==> src/rtl/sad_pkg.sv <==
package sad_pkg;
  typedef enum logic [2:0] {
    S_IDLE   = 3'd0,
    S_INIT   = 3'd1,
    S_TEST   = 3'd2,
    S_ACC    = 3'd3,
    S_FINISH = 3'd4
  } sad_state_t;
endpackage

==> src/rtl/sad_ctrl.sv <==
module sad_ctrl
  import sad_pkg::*;
(
  input  logic       clk,
  input  logic       rst_n,
  input  logic       go,
  input  logic       idx_lt_end,
  output sad_state_t state,
  output logic       idx_clr,
  output logic       idx_inc,
  output logic       sum_clr,
  output logic       sum_ld,
  output logic       rd_en,
  output logic       out_ld
);
  sad_state_t nxt;

  always_comb begin
    nxt = state;
    unique case (state)
      S_IDLE:   if (go) nxt = S_INIT;
      S_INIT:   nxt = S_TEST;
      S_TEST:   nxt = idx_lt_end ? S_ACC : S_FINISH;
      S_ACC:    nxt = S_TEST;
      S_FINISH: nxt = S_IDLE;
      default:  nxt = S_IDLE;
    endcase
  end

  always_ff @(posedge clk or negedge rst_n) begin
    if (!rst_n) state <= S_IDLE;
    else        state <= nxt;
  end

  assign idx_clr = (state == S_INIT);
  assign sum_clr = (state == S_INIT);
  assign idx_inc = (state == S_ACC);
  assign sum_ld  = (state == S_ACC);
  assign rd_en   = (state == S_TEST) && idx_lt_end;
  assign out_ld  = (state == S_FINISH);
endmodule

==> src/rtl/sad_index.sv <==
module sad_index #(
  parameter int ELEMS  = 256,
  parameter int ADDR_W = $clog2(ELEMS),
  parameter int IDX_W  = ADDR_W + 1
) (
  input  logic              clk,
  input  logic              rst_n,
  input  logic              idx_clr,
  input  logic              idx_inc,
  output logic [IDX_W-1:0]  idx,
  output logic [ADDR_W-1:0] addr,
  output logic              idx_lt_end
);
  localparam logic [IDX_W-1:0] END_VAL = IDX_W'(ELEMS);

  always_ff @(posedge clk or negedge rst_n) begin
    if (!rst_n)       idx <= '0;
    else if (idx_clr) idx <= '0;
    else if (idx_inc) idx <= idx + 1'b1;
  end

  assign idx_lt_end = (idx < END_VAL);
  assign addr       = idx[ADDR_W-1:0];
endmodule

==> src/rtl/sad_accum.sv <==
module sad_accum #(
  parameter int DATA_W = 8,
  parameter int SUM_W  = 32
) (
  input  logic              clk,
  input  logic              rst_n,
  input  logic              sum_clr,
  input  logic              sum_ld,
  input  logic              out_ld,
  input  logic [DATA_W-1:0] a_byte,
  input  logic [DATA_W-1:0] b_byte,
  output logic [SUM_W-1:0]  sum,
  output logic [SUM_W-1:0]  result,
  output logic              result_new
);
  function automatic logic [DATA_W-1:0] abs_diff(input logic [DATA_W-1:0] x,
                                                 input logic [DATA_W-1:0] y);
    return (x > y) ? (x - y) : (y - x);
  endfunction

  logic [SUM_W-1:0] term;
  assign term = SUM_W'(abs_diff(a_byte, b_byte));

  always_ff @(posedge clk or negedge rst_n) begin
    if (!rst_n)       sum <= '0;
    else if (sum_clr) sum <= '0;
    else if (sum_ld)  sum <= sum + term;
  end

  always_ff @(posedge clk or negedge rst_n) begin
    if (!rst_n) begin
      result     <= '0;
      result_new <= 1'b0;
    end else begin
      result_new <= out_ld;
      if (out_ld) result <= sum;
    end
  end
endmodule

==> src/rtl/sad_engine.sv <==
module sad_engine
  import sad_pkg::*;
#(
  parameter int ELEMS  = 256,
  parameter int DATA_W = 8,
  parameter int SUM_W  = 32,
  localparam int ADDR_W = $clog2(ELEMS),
  localparam int IDX_W  = ADDR_W + 1
) (
  input  logic              clk,
  input  logic              rst_n,
  input  logic              go,
  output logic [ADDR_W-1:0] mem_addr,
  output logic              mem_rd,
  input  logic [DATA_W-1:0] a_data,
  input  logic [DATA_W-1:0] b_data,
  output logic [SUM_W-1:0]  sad_out,
  output logic              done
);
  sad_state_t       state;
  logic [IDX_W-1:0] idx;
  logic [SUM_W-1:0] sum;
  logic idx_clr, idx_inc, sum_clr, sum_ld, out_ld, idx_lt_end;

  sad_ctrl u_ctrl (
    .clk(clk), .rst_n(rst_n), .go(go), .idx_lt_end(idx_lt_end),
    .state(state), .idx_clr(idx_clr), .idx_inc(idx_inc),
    .sum_clr(sum_clr), .sum_ld(sum_ld), .rd_en(mem_rd), .out_ld(out_ld)
  );

  sad_index #(.ELEMS(ELEMS), .ADDR_W(ADDR_W), .IDX_W(IDX_W)) u_index (
    .clk(clk), .rst_n(rst_n), .idx_clr(idx_clr), .idx_inc(idx_inc),
    .idx(idx), .addr(mem_addr), .idx_lt_end(idx_lt_end)
  );

  sad_accum #(.DATA_W(DATA_W), .SUM_W(SUM_W)) u_accum (
    .clk(clk), .rst_n(rst_n), .sum_clr(sum_clr), .sum_ld(sum_ld),
    .out_ld(out_ld), .a_byte(a_data), .b_byte(b_data),
    .sum(sum), .result(sad_out), .result_new(done)
  );
endmodule

==> config.mk <==
export PLATFORM = sky130hd
export DESIGN_NAME = sad_engine
export DESIGN_NICKNAME = d
export VERILOG_FILES = /design/src/rtl/sad_pkg.sv /design/src/rtl/sad_ctrl.sv /design/src/rtl/sad_index.sv /design/src/rtl/sad_accum.sv /design/src/rtl/sad_engine.sv
export SDC_FILE = /design/constraint.sdc
export NUM_CORES = 1
export LEC_CHECK = 0
export ABC_CLOCK_PERIOD_IN_PS = 5410
export BUFFER_PORTS_ARGS = -buffer_cell sky130_fd_sc_hd__buf_4
export CAP_MARGIN = 20
export CORE_MARGIN = 2
export CORE_UTILIZATION = 60
export CTS_BUF_LIST = sky130_fd_sc_hd__clkbuf_8
export DETAILED_ROUTE_END_ITERATION = 7
export PLACE_DENSITY = 0.83
export SLEW_MARGIN = 10
export SYNTH_ARGS = -nofsm -noshare
export SYNTH_HDL_FRONTEND = slang
export SYNTH_SLANG_ARGS = --single-unit
==> constraint.sdc <==
create_clock -name clk -period 5.41 [get_ports clk]
set_clock_uncertainty 0.05 [all_clocks]
set_input_delay 1.082 -clock clk [delete_from_list [all_inputs] [get_ports clk]]
set_output_delay 1.082 -clock clk [all_outputs]
set_load 0.02 [all_outputs]
# After elaboration in Yosys (flattened, before gate mapping)
# Index checks and enable logic that the tools add are counted.
# word_totals
register_bits,77
inputBits,19
output_inout_bits,42
elab_cells,28
# classes
addsub,4
order_cmp,2
eq_ne,5
muxes,8
reduce_logical,4
# ops
op,count
2-to-1 mux 32 bit,2
adder 32 x 8 -> 32 bit,1
2-to-1 mux 9 bit,2
subtractor 8 bit,2
"adder 9 x 1 -> 9 bit, second input constant",1
"less-than comparator 9 bit, second input constant",1
one-hot mux 3 bit (3 select lines),1
> comparator 8 bit,1
2-to-1 mux 8 bit,1
"equality test 3 x 2 -> 1 bit, second input constant",2
2-to-1 mux 3 bit,2
"equality test 3 x 1 -> 1 bit, second input constant",1
"equality test 3 bit, second input constant",1
zero test 3 bit,1
"inequality test 2 bit, second input constant",1
nonzero test 2 bit,1
OR reduction 2 bit,1
logical AND 1 bit,1

# Logic depth before layout (Yosys ltp)
# depth
depth_word,5
ltp_mapped,19
ltp_nobuf,17

# Hierarchy
# From an unflattened synthesis, not the netlist that was laid out.
# unflattened
hier_cells,433
hier_area_um2,4524.3
# modules_own_cells
mod,n_inst,cells_each,area_each_um2,seq_area_each_um2
sad_accum,1,367,3832.4,1626.6
sad_index,1,52,523.0,225.2
sad_ctrl,1,14,168.9,75.1

# Worst setup path after synthesis
# Ideal clock, no wire load.
# synth_path
path_type,input-to-reg
start,input a_data[5]
end,register u_accum.sum[11]
t_arrival_ns,4.245
t_required_ns,5.228
slack_ns,0.983
cell_stages,16
path_buffers,2
path_cell_list,inv_1 -> ha_1 -> a211o_1 -> a21oi_1 -> a21o_1 -> buf_6 -> mux2_4 -> o311ai_4 -> xor2_1 -> ha_1 -> nand3_1 -> nor4_1 -> clkbuf_1 -> o2111ai_1 -> xor2_1 -> nor2_1
# synth_between
elab_chain_cells,5
# synth_rtl
item,line_no,rtl
start: declaration,sad_engine.sv:15,"input logic [DATA_W-1:0] a_data,"
subtractor 8 bit or > comparator 8 bit (tied branches),sad_accum.sv:18,return (x > y) ? (x - y) : (y - x);
2-to-1 mux 8 bit *,sad_accum.sv:18,
adder 32 x 8 -> 32 bit *,sad_accum.sv:27,else if (sum_ld) sum <= sum + term;
2-to-1 mux 32 bit *,sad_accum.sv:27,
2-to-1 mux 32 bit *,sad_accum.sv:26,else if (sum_clr) sum <= '0;
end signal: assignment,sad_accum.sv:27,
end: declaration,sad_accum.sv:12,"output logic [SUM_W-1:0] sum,"
# Every way passes the cells marked *; elsewhere a longest branch is shown, timed or not. The select of a mux whose other input is x is not followed.
# A chain may end at the register's enable or synchronous reset.

# Final worst setup path
# layout_path
start,input a_data[5]
end,register u_accum.sum[29]
# The elaborated chain is that of the path after synthesis.

==> impl_metrics.env <==
export IMPL_status="completed"
export IMPL_crit_chain="buf_4 > inv_1 > ha_1 > a211o_1 > a21oi_1 > a21o_1 > mux2_4 > a221oi_2 > xnor2_1 > ha_1 > nand3_1 > nor4_1 > o21bai_1 > or4_1 > nand2_1"
export IMPL_drtIter0Drc=292
export IMPL_die_area_um2=8033
export IMPL_area_growth_pct=16.27
export IMPL_async_flop_share=1.000
export IMPL_cp_start_kind="primary input"
export IMPL_clk_latency_ns=0.37
export IMPL_slowest_stage="or4_1"
export IMPL_final_common_cell="dfrtp_1"
export IMPL_die_y_um=89.63
export IMPL_cts_hold_buf=0
export IMPL_worst_ep_arrival_time_ns=4.87
export IMPL_cap_violations=0
export IMPL_drive_above_1_share=0.2475
export IMPL_hold_path_class="reg -> reg"
export IMPL_grt_pass1_wl_um=14840
export IMPL_drc=0
export IMPL_synth_seq_cells=77
export IMPL_crit_type="in -> reg"
export IMPL_ys_seq_area_frac=0.4380
export IMPL_rsz0062_at_grt="false"
export IMPL_cts_resized=0
export IMPL_nFillCells=535
export IMPL_syn_area_um2=4399
export IMPL_cp_end_kind="flop"
export IMPL_vias_per_cell=5.699
export IMPL_h_tree_depth=3
export IMPL_grt_ovfl_total=0
export IMPL_clk_pin_slew_ns=0.08
export IMPL_critPathMaxFanout=6
export IMPL_grt_max_degree=78
export IMPL_tightest_slew_ns=0.9380
export IMPL_cts_sinks=77
export IMPL_clockBufferDepth=2
export IMPL_finalSetupViolCount=0
export IMPL_fin_setup_tns_ns=0
export IMPL_timing_fmax_mhz=216.8
export IMPL_dp_hpwl_um=6629
export IMPL_yosys_warnings=0
export IMPL_crit_family="compound AO/OA/AOI/OAI gates"
export IMPL_dr_pass1_iters=6
export IMPL_synth_edf_count=0
export IMPL_ir_drop_mv=0.1544
export IMPL_reg2regPathDepth=6
export IMPL_wl_um=9194
export IMPL_antenna_cells=0
export IMPL_vias=3374
export IMPL_syn_nets=480
export IMPL_final_cell_mix="dfrtp_1 (77), buf_4 (67), nand2_1 (36)"
export IMPL_port_buffers=60
export IMPL_maxSlewViolCount=0
export IMPL_power_density_nw_per_um2=359.6
export IMPL_route_antenna_remaining_nets=0
export IMPL_hold_path_depth=1
export IMPL_wl_per_cell_um=15.53
export IMPL_p_leak_nw=2.594
export IMPL_cp_data_required_time_ns=5.67
export IMPL_cts_tree="yes"
export IMPL_synth_cell_types=49
export IMPL_slew_headroom=0.3746
export IMPL_die_w_um=89.63
export IMPL_netlist_instances=432
export IMPL_core_um2=7176
export IMPL_yosys_most_used_dff="dfrtp_1"
export IMPL_cp_common_cell="ha_1"
export IMPL_post_cts_buffers=0
export IMPL_total_power_mw=1.839
export IMPL_root_buffer="clkbuf_8"
export IMPL_cp_slowest_stage_delay_ns=0.50
export IMPL_fin_crit_sh=0.8526
export IMPL_rows=31
export IMPL_gp_congestion=0.8893
export IMPL_crit_buf_inv=2
export IMPL_period_needed_ns=4.613
export IMPL_pin_count=61
export IMPL_track_usage=0.2403
export IMPL_num_nets_final=536
export IMPL_hold_viol=0
export IMPL_grt_pass1_vias=3109
export IMPL_cts_buffers=9
export IMPL_antenna_found_initial=0
export IMPL_start_util=0.6131
export IMPL_syn_avg_cell_area_um2=10.18
export IMPL_cp_depth=15
==> worst paths after layout <==
kind,start,endpoint,slack (ns)
worst max-delay path,a_data[5],u_accum.sum[29]$_DFFE_PN0P_,0.80
worst min-delay path,u_ctrl.state[2]$_DFFE_PN0P_,u_ctrl.state[0]$_DFFE_PN0P_,0.46
worst max register to register,u_ctrl.state[2]$_DFFE_PN0P_,u_accum.sum[29]$_DFFE_PN0P_,2.84
worst min register to register,u_ctrl.state[2]$_DFFE_PN0P_,u_ctrl.state[0]$_DFFE_PN0P_,0.46
max in group asynchronous,rst_n,u_accum.result[7]$_DFFE_PN0P_,3.89
min in group asynchronous,rst_n,u_accum.result[23]$_DFFE_PN0P_,0.82
==> metrics by stage <==
| step | cell area, um2 | util | hold WS (ns) | cells | worst slack, ns |
|---|---|---|---|---|---|
| final | 5115 | 0.7128 | 0.4592 | 592 | 0.7974 |
| after global routing | 5115 | 0.7128 | 0.4800 | 592 | 0.5741 |
| after detailed placement | 4908 | 0.6840 | 0.4427 | 576 | 0.4517 |
| after global placement | 4901 | 0.6830 | 0.4226 | 575 | 0.6611 |
| after floorplan | 4399 | - | 0.4006 | 432 | 0.9835 |
| after CTS | 5115 | 0.7128 | 0.4554 | 592 | 0.8223 |
==> layout make-up <==
class / count / area (um2) / area share
multi-input cells: 304 / 2246 / 0.4391
clock inverters: 6 / 68.82 / 0.01345
repair buffers: 67 / 503.0 / 0.09834
well taps: 99 / 123.9 / 0.02422
clock buffers: 10 / 137.6 / 0.02691
flip-flops and latches: 77 / 1927 / 0.3767
inverters: 29 / 108.9 / 0.02128
==> per-layer routing <==
layer  vias up  wire [um]  GRT usage  share of wire
li1       1608          -          -              -
met1      1649       4025     0.3343           0.44
met2       100       4554     0.3803           0.50
met3        17        449    0.04570          0.049
met4         0        164    0.08277          0.018
met5         -          0          0              0
==> sequential cells by signal, indices dropped and copies added (netlist names) <==
signal              count
u_index.idx             9
u_accum.sum            32
u_accum.result_new      1
u_ctrl.state            3
u_accum.result         32
==> synth_stat cells (6+ instances only) <==
library cell  count  area, um2
a21o_1            6      45.04
a21oi_1          19      95.09
buf_4             8      60.06
clkbuf_1         11      41.29
dfrtp_1          77       1927
ha_1             26      325.3
inv_1            29      108.9
mux2_2           32      360.4
mux2i_1           9      90.09
nand2_1          36      135.1
nand3_1          14      70.07
nand4_1           7      43.79
nor2_1           34      127.6
o21ai_0          18      90.09
or3_1             8      50.05
xnor2_1          13      113.9
xor2_1           15      131.4
==> power by group <==
part	internal [mW]	switching (mW)	total (mW)	leakage, nW
logic	0.263	0.387	0.650	1.44
registers	0.642	0.0933	0.735	1.05
clock network	0.229	0.225	0.454	0.103
total	1.13	0.706	1.84	2.59
==> logic make-up after synthesis <==
family                     after synthesis  synth area share
DFF                                     77            0.4380
buffers and inverters                   51           0.05262
and+or+nand+nor                        126            0.1362
xor gates and xnor gates                28           0.05575
adders and majority gates               29           0.08760
muxes                                   44            0.1118
AOI/OAI and AO/OA                       77            0.1180
Note: power is estimated with default switching activity, not from simulation.
